===== config.mk =====
export PLATFORM = sky130hd
export DESIGN_NAME = txs_serial_tx
export DESIGN_NICKNAME = d
export VERILOG_FILES = /design/src/rtl/txs_pkg.sv /design/src/rtl/txs_edge.sv /design/src/rtl/txs_hold.sv /design/src/rtl/txs_serial_tx.sv
export SDC_FILE = /design/constraint.sdc
export NUM_CORES = 1
export LEC_CHECK = 0
export BUFFER_PORTS_ARGS = -buffer_cell sky130_fd_sc_hd__buf_2
export CORE_MARGIN = 10
export CORE_UTILIZATION = 50
export DETAILED_ROUTE_END_ITERATION = 7
export GPL_TIMING_DRIVEN = 1
export PLACE_DENSITY = 0.75
export SLEW_MARGIN = 20
export SYNTH_ARGS = -nofsm -noshare
export SYNTH_HDL_FRONTEND = slang
export SYNTH_SLANG_ARGS = --single-unit

===== constraint.sdc =====
create_clock -name clk -period 3.15 [get_ports clk]
set_input_delay 0.1575 -clock clk [delete_from_list [all_inputs] [get_ports clk]]
set_output_delay 0.1575 -clock clk [all_outputs]
set_load 0.05 [all_outputs]

===== src/rtl/txs_pkg.sv =====
`timescale 1ns/1ps
package txs_pkg;
    localparam int DATA_W  = 32;
    localparam int BIDX_W  = $clog2(DATA_W);
    localparam int WCNT_W  = 7;
    localparam int CODE_W  = 3;

    // configuration word field positions
    localparam int P1_CODE_LSB = 5;
    localparam int P1_CNT_LSB  = 8;
    localparam int DLY_LSB     = 16;
    localparam int IGN_BIT     = 18;
    localparam int P2_CODE_LSB = 21;
    localparam int P2_CNT_LSB  = 24;
    localparam int TWO_BIT     = 31;

    typedef struct packed {
        logic              active;
        logic              pend;
        logic              phase;
        logic [WCNT_W-1:0] wcnt;
        logic [BIDX_W-1:0] bidx;
        logic [DATA_W-1:0] cur;
        logic              sdata;
        logic              serr;
        logic              urun;
    } seq_t;

    // index of the first (most significant) bit for a length code
    function automatic logic [BIDX_W-1:0] top_bit(input logic [CODE_W-1:0] code);
        case (code)
            3'd0:    top_bit = BIDX_W'(7);
            3'd1:    top_bit = BIDX_W'(11);
            3'd2:    top_bit = BIDX_W'(15);
            3'd3:    top_bit = BIDX_W'(19);
            3'd4:    top_bit = BIDX_W'(23);
            default: top_bit = BIDX_W'(DATA_W - 1);
        endcase
    endfunction
endpackage


===== src/rtl/txs_edge.sv =====
`timescale 1ns/1ps
module txs_edge (
    input  logic clk,
    input  logic rst_n,
    input  logic xrst_en,
    input  logic clk_pol,
    input  logic bclk,
    output logic armed,
    output logic drive
);
    logic bclk_d, bclk_q;
    logic armed_d, armed_q;

    always_comb begin
        bclk_d  = bclk;
        armed_d = xrst_en & (armed_q | (bclk ^ bclk_q));
    end

    always_ff @(posedge clk or negedge rst_n) begin
        if (!rst_n) begin
            bclk_q  <= 1'b0;
            armed_q <= 1'b0;
        end else begin
            bclk_q  <= bclk_d;
            armed_q <= armed_d;
        end
    end

    assign armed = armed_q;
    assign drive = armed_q & xrst_en &
                   (clk_pol ? (bclk_q & ~bclk) : (~bclk_q & bclk));
endmodule


===== src/rtl/txs_hold.sv =====
`timescale 1ns/1ps
module txs_hold #(
    parameter int W = 32
) (
    input  logic         clk,
    input  logic         rst_n,
    input  logic         clr,
    input  logic         wr_en,
    input  logic [W-1:0] wr_data,
    input  logic         take,
    output logic         full,
    output logic [W-1:0] data
);
    logic         full_d, full_q;
    logic [W-1:0] data_d, data_q;

    always_comb begin
        full_d = full_q;
        data_d = data_q;
        if (clr) begin
            full_d = 1'b0;
        end else begin
            if (take)  full_d = 1'b0;
            if (wr_en) begin
                full_d = 1'b1;
                data_d = wr_data;
            end
        end
    end

    always_ff @(posedge clk or negedge rst_n) begin
        if (!rst_n) begin
            full_q <= 1'b0;
            data_q <= '0;
        end else begin
            full_q <= full_d;
            data_q <= data_d;
        end
    end

    assign full = full_q;
    assign data = data_q;
endmodule


===== src/rtl/txs_serial_tx.sv =====
`timescale 1ns/1ps
module txs_serial_tx
    import txs_pkg::*;
(
    input  logic              clk,
    input  logic              rst_n,
    input  logic              xrst_en,
    input  logic [31:0]       ctrl,
    input  logic              clk_pol,
    input  logic              bclk,
    input  logic              fsync,
    input  logic              wr_en,
    input  logic [DATA_W-1:0] wr_data,
    output logic              req,
    output logic              sdata,
    output logic              sync_err,
    output logic              underrun
);
    logic              armed, drive;
    logic              hold_full, take;
    logic [DATA_W-1:0] hold_data;

    txs_edge u_edge (
        .clk     (clk),
        .rst_n   (rst_n),
        .xrst_en (xrst_en),
        .clk_pol (clk_pol),
        .bclk    (bclk),
        .armed   (armed),
        .drive   (drive)
    );

    txs_hold #(.W(DATA_W)) u_hold (
        .clk     (clk),
        .rst_n   (rst_n),
        .clr     (~xrst_en),
        .wr_en   (wr_en & xrst_en),
        .wr_data (wr_data),
        .take    (take),
        .full    (hold_full),
        .data    (hold_data)
    );

    // configuration fields
    logic              two_ph, ign, dly_on;
    logic [WCNT_W-1:0] cnt1, cnt2, cnt_now;
    logic [BIDX_W-1:0] len1, len2, len_now;

    assign two_ph  = ctrl[TWO_BIT];
    assign ign     = ctrl[IGN_BIT];
    assign dly_on  = |ctrl[DLY_LSB +: 2];
    assign cnt1    = ctrl[P1_CNT_LSB +: WCNT_W];
    assign cnt2    = ctrl[P2_CNT_LSB +: WCNT_W];
    assign len1    = top_bit(ctrl[P1_CODE_LSB +: CODE_W]);
    assign len2    = top_bit(ctrl[P2_CODE_LSB +: CODE_W]);

    seq_t seq_d, seq_q;
    logic busy, at_last, accept, load;
    logic [BIDX_W-1:0] load_idx;

    assign cnt_now = seq_q.phase ? cnt2 : cnt1;
    assign len_now = seq_q.phase ? len2 : len1;
    assign busy    = seq_q.active | seq_q.pend;
    assign at_last = seq_q.active & ~seq_q.pend & (seq_q.bidx == '0) &
                     (seq_q.wcnt == cnt_now) & (seq_q.phase | ~two_ph);
    assign accept  = fsync & (~busy | at_last | ~ign);

    always_comb begin
        seq_d    = seq_q;
        load     = 1'b0;
        load_idx = '0;
        if (!xrst_en) begin
            seq_d = '0;
        end else if (drive) begin
            if (accept) begin
                if (busy && !at_last) seq_d.serr = 1'b1;
                seq_d.active = 1'b1;
                seq_d.phase  = 1'b0;
                seq_d.wcnt   = '0;
                seq_d.pend   = dly_on;
                if (!dly_on) begin
                    load     = 1'b1;
                    load_idx = len1;
                end
            end else if (seq_q.pend) begin
                seq_d.pend = 1'b0;
                load       = 1'b1;
                load_idx   = len1;
            end else if (seq_q.active) begin
                if (seq_q.bidx != '0) begin
                    seq_d.bidx = seq_q.bidx - BIDX_W'(1);
                end else if (seq_q.wcnt != cnt_now) begin
                    seq_d.wcnt = seq_q.wcnt + WCNT_W'(1);
                    load       = 1'b1;
                    load_idx   = len_now;
                end else if (!seq_q.phase && two_ph) begin
                    seq_d.phase = 1'b1;
                    seq_d.wcnt  = '0;
                    load        = 1'b1;
                    load_idx    = len2;
                end else begin
                    seq_d.active = 1'b0;
                end
            end
        end
        take = load & hold_full;
        if (load) begin
            seq_d.bidx = load_idx;
            if (hold_full) seq_d.cur  = hold_data;
            else           seq_d.urun = 1'b1;
        end
        seq_d.sdata = seq_d.active & ~seq_d.pend & seq_d.cur[seq_d.bidx];
    end

    always_ff @(posedge clk or negedge rst_n) begin
        if (!rst_n) seq_q <= '0;
        else        seq_q <= seq_d;
    end

    assign req      = armed & ~hold_full;
    assign sdata    = seq_q.sdata;
    assign sync_err = seq_q.serr;
    assign underrun = seq_q.urun;
endmodule


==> summary.txt <==
STATUS
------------------------------------------------------------------------------------------------------
Result of the run                                                                         finished with violations
Failing checks                                                                            negative setup slack

WORST SETUP PATH
------------------------------------------------------------------------------------------------------
CP max stage delay                                                                              500 ps
Critical path fanouts, max                                                                           6
Launching point of the worst reg2reg path                                                    seq_q[36]
Depth of the worst register-to-register path                                                        12
Arrival time of data at the critical path endpoint                                             3500 ps
Cells along the critical path                                                             inv_1 -> ha_4 -> or4b_4 -> nor4_2 -> and4_1 -> a21oi_4 -> o211ai_4 -> and3_4 -> o21ai_1 -> or4b_1 -> a221o_1 -> nand4_1
Required arrival time at the worst endpoint                                                    3440 ps
Worst setup EP type                                                                           register
Startpoint type of the worst setup path                                                       register
Worst reg2reg path endpoint                                                                      sdata
Crit Path Class                                                                           register to register
CP Launch Point                                                                              seq_q[36]
Critical path's slowest cell                                                              sky130_fd_sc_hd__or4b_4
Slack of the worst reg-to-reg path                                                              -60 ps

ROUTING
------------------------------------------------------------------------------------------------------
Total number of vias                                                                              3931
Total Wirelength                                                                              12120 um
Initial DRT Pass Iterations                                                                          4
DRC violation count after routing                                                                    0
DRC violation total after the first TritonRoute iteration                                          265
Per-cell via count in the routed design                                                          5.624
Drt wl/cell                                                                                   17.34 um
Final antenna-violating net count                                                                    0

SYNTHESIS
------------------------------------------------------------------------------------------------------
Netlist Area Pre-Place                                                                    0.004604 sq mm
Cells after synthesis                                                                              470
Net count after synthesis                                                                          546
Largest cells by area after synthesis                                                     sky130_fd_sc_hd__dfrtp_1 46%, sky130_fd_sc_hd__mux2_2 8.8%, sky130_fd_sc_hd__nand2_1 6.2%, sky130_fd_sc_hd__mux2i_1 4.3%, sky130_fd_sc_hd__nand3_1 3.8%
Top-count cell post-synth                                                                 sky130_fd_sc_hd__dfrtp_1
Total number of yosys warnings                                                                       0
Library cell with the largest summed area after synthesis                                 sky130_fd_sc_hd__dfrtp_1
Async SR Flop Fraction                                                                          100.0%
Share of synthesized area occupied by flip-flops and latches                                    46.20%
Main synth FF type                                                                        sky130_fd_sc_hd__dfrtp_1
Count of state elements after synthesis                                                             85
Synth top cells by count                                                                  85 x sky130_fd_sc_hd__dfrtp_1, 76 x sky130_fd_sc_hd__nand2_1, 36 x sky130_fd_sc_hd__mux2_2, 35 x sky130_fd_sc_hd__nand3_1, 23 x sky130_fd_sc_hd__nor2_1
Yosys top cell area share                                                                       46.20%
Distinct cell type count of the synthesized netlist                                                 61
Number of flops mapped to enable cells by yosys                                                      0
Avg Cell Area, Syn                                                                         9.797 sq um

CLOCK TREE
------------------------------------------------------------------------------------------------------
Clock tree from TritonCTS                                                                         done
Total clock buffers created by CTS                                                                   9
Clk buf depth                                                                                        2
Clock transition at the register clock pins on the worst setup and hold paths after CTS          90 ps
Clock latency at the later pin of the worst-skew pair                                           350 ps
H-Tree Depth                                                                                         3
Total clock sinks                                                                                   85
CTS Root Cell                                                                             sky130_fd_sc_hd__clkbuf_8

POWER
------------------------------------------------------------------------------------------------------
Reg power frac                                                                                   52.0%
Switching share of power                                                                        25.39%
Int Pwr                                                                                       1.723 mW
Static Leak                                                                                   2.740 nW
Peak VDD IR                                                                                0.0002718 V
Portion of total power attributed to combinational logic                                         13.9%
Share of total power in the clock network                                                        34.1%
Switching power total                                                                         586.4 uW
Power density over the cells                                                              401.7 mW/mm^2

MIN PATH
------------------------------------------------------------------------------------------------------
Hold path startpoint                                                                       wr_data[11]
Hold Crit Class                                                                           primary input to register
Hold EP                                                                                   u_hold.data[11]
Hold Path Cell Cnt                                                                                   2

TIMING
------------------------------------------------------------------------------------------------------
Tmin final                                                                                     3210 ps
RSZ-0062 raised after global routing                                                               yes
# setup viols final                                                                                  1
Sum of negative setup slack                                                                  -60.30 ps
Worst slew margin                                                                               47.81%
Slew of the pin with the lowest slew margin                                                   782.8 ps
Max Clock Skew                                                                                9.301 ps
Achievable clock frequency                                                                  0.3115 GHz
Number of slew-limit violations in the final report                                                  0
Hold Violations, Final                                                                               0
Worst hold margin                                                                             31.03 ps
Portion of the clock cycle consumed by the worst path in the final layout                       101.9%
PnR worst setup slack                                                                        -60.30 ps

GLOBAL ROUTE
------------------------------------------------------------------------------------------------------
Remaining global-route overflow                                                                      0
Via count of the first global-routing pass                                                        4078
All-Layer GR Usage                                                                              18.42%
Largest net degree at the start of global routing                                                   86
Wire length of the first global-routing pass                                                  19880 um
Antenna violations before repair                                                                     0

FINISH
------------------------------------------------------------------------------------------------------
Antenna diode count                                                                                  0
Final cell area excluding filler cells                                                    0.005749 sq mm
Fraction of layout cells with a size suffix above 1                                             34.86%
Layout overhead on the synthesized area                                                         24.86%
Number of nets at the end of the flow                                                              663

DIE
------------------------------------------------------------------------------------------------------
Overall die width                                                                             116.0 um
Total Die Area                                                                            0.01345 sq mm
Starting Density                                                                                52.04%
Row count                                                                                           34
I/O pin cnt                                                                                         75
CORE AREA                                                                                 0.008848 sq mm
Die boundary height                                                                           116.0 um

PLACEMENT
------------------------------------------------------------------------------------------------------
Area post-placement                                                                       0.005420 sq mm
Detailed placement HPWL                                                                        9076 um
Routability congestion estimate                                                                 0.9050
Post-Place Worst Slack                                                                       -160.9 ps
Buffers added on ports                                                                              66

RUN
------------------------------------------------------------------------------------------------------
Max-cap violations                                                                                   0

state kept, by name, indices dropped and copies added (netlist names):
name / flops
sdata: 1
underrun: 1
u_edge.armed: 1
sync_err: 1
u_hold.full: 1
u_hold.data: 32
u_edge.bclk_q: 1
seq_q: 47
cells by family after synthesis:
logic type | synth area share, %
AO/OA/AOI/OAI | 13.34
XOR/XNOR | 2.609
adder cells (fa/ha/maj) | 1.359
buffers and inverters | 3.695
flip-flops | 46.20
multiplexers | 13.15
AND/OR/NAND/NOR | 19.65
power by group through the flow:
stage | combinational (mW) | clock [mW] | sequential (mW)
5_1_grt | 0.354 | 0.852 | 1.21
3_5_place_dp | 0.307 | 0 | 1.22
3_3_place_gp | 0.298 | 0 | 1.22
4_1_cts | 0.316 | 0.805 | 1.20
2_1_floorplan | 0.171 | 0 | 1.21
6_report | 0.321 | 0.788 | 1.20
what timing repair did:
| item | CTS | global route |
|---|---|---|
| endpoints found under the hold margin | 1 | 85 |
| gates resized for setup | 14 | 7 |
| pin swaps | 2 | 3 |
| buffers inserted | 0 | 1 |
| endpoints found under the setup margin | 1 | 2 |
| hold buffers | 1 | 1 |
layer usage:
| layer | part of all wire [%] | wire, um | GRT usage, % | up-vias |
|---|---|---|---|---|
| met5 | 0 | 0 | 0 | - |
| met4 | 1.6 | 193 | 5.838 | 0 |
| met3 | 4.9 | 588 | 3.152 | 17 |
| met2 | 50 | 6044 | 31.10 | 98 |
| met1 | 44 | 5293 | 23.55 | 1903 |
| li1 | - | - | - | 1913 |
worst max-delay path, delay by kind of cell, from the launching register on:
family	cells	cell delay, ps
adders and majority gates	1	150
buffers and inverters	1	110
and+or+nand+nor	6	1850
AOI/OAI and AO/OA	4	640
DFF	1	390
layout by cell type (no fill, tap or decap), drive strengths merged, types with 12 or more instances in the layout:
cell / instances
buf: 127
mux2i: 20
nand3: 37
a21oi: 18
nor2: 23
inv: 18
dfrtp: 85
nand2: 76
clkbuf: 12
mux2: 36
o21ai: 23
worst max path at each step:
stage | to | slack, ps | depth (start not counted)
2_1_floorplan | sdata | 20 | 12
3_3_place_gp | sdata | -100 | 10
3_5_place_dp | sdata | -160 | 10
4_1_cts | sdata | -50 | 14
5_1_grt | sdata | -180 | 14
6_report | sdata | -60 | 12
stage by stage:
| stage | instances | utilization, % | power, mW |
|---|---|---|---|
| 6_report | 699 | 64.97 | 2.310 |
| 5_1_grt | 699 | 64.97 | 2.417 |
| 4_1_cts | 697 | 64.28 | 2.322 |
| 3_5_place_dp | 681 | 61.26 | 1.530 |
| 3_3_place_gp | 681 | 61.26 | 1.519 |
| 2_1_floorplan | 470 | - | 1.381 |
layout make-up:
| cell class | count | area (sq um) |
|---|---|---|
| clock buffers | 12 | 155.1 |
| clock inverters | 3 | 45.04 |
| fillers | 765 | 3099 |
| inverters | 18 | 67.56 |
| multi-input cells | 344 | 2404 |
| flip-flops and latches | 85 | 2128 |
| well taps | 108 | 135.1 |
| repair buffers | 129 | 814.5 |
Note: power is estimated with default switching activity, not from simulation.
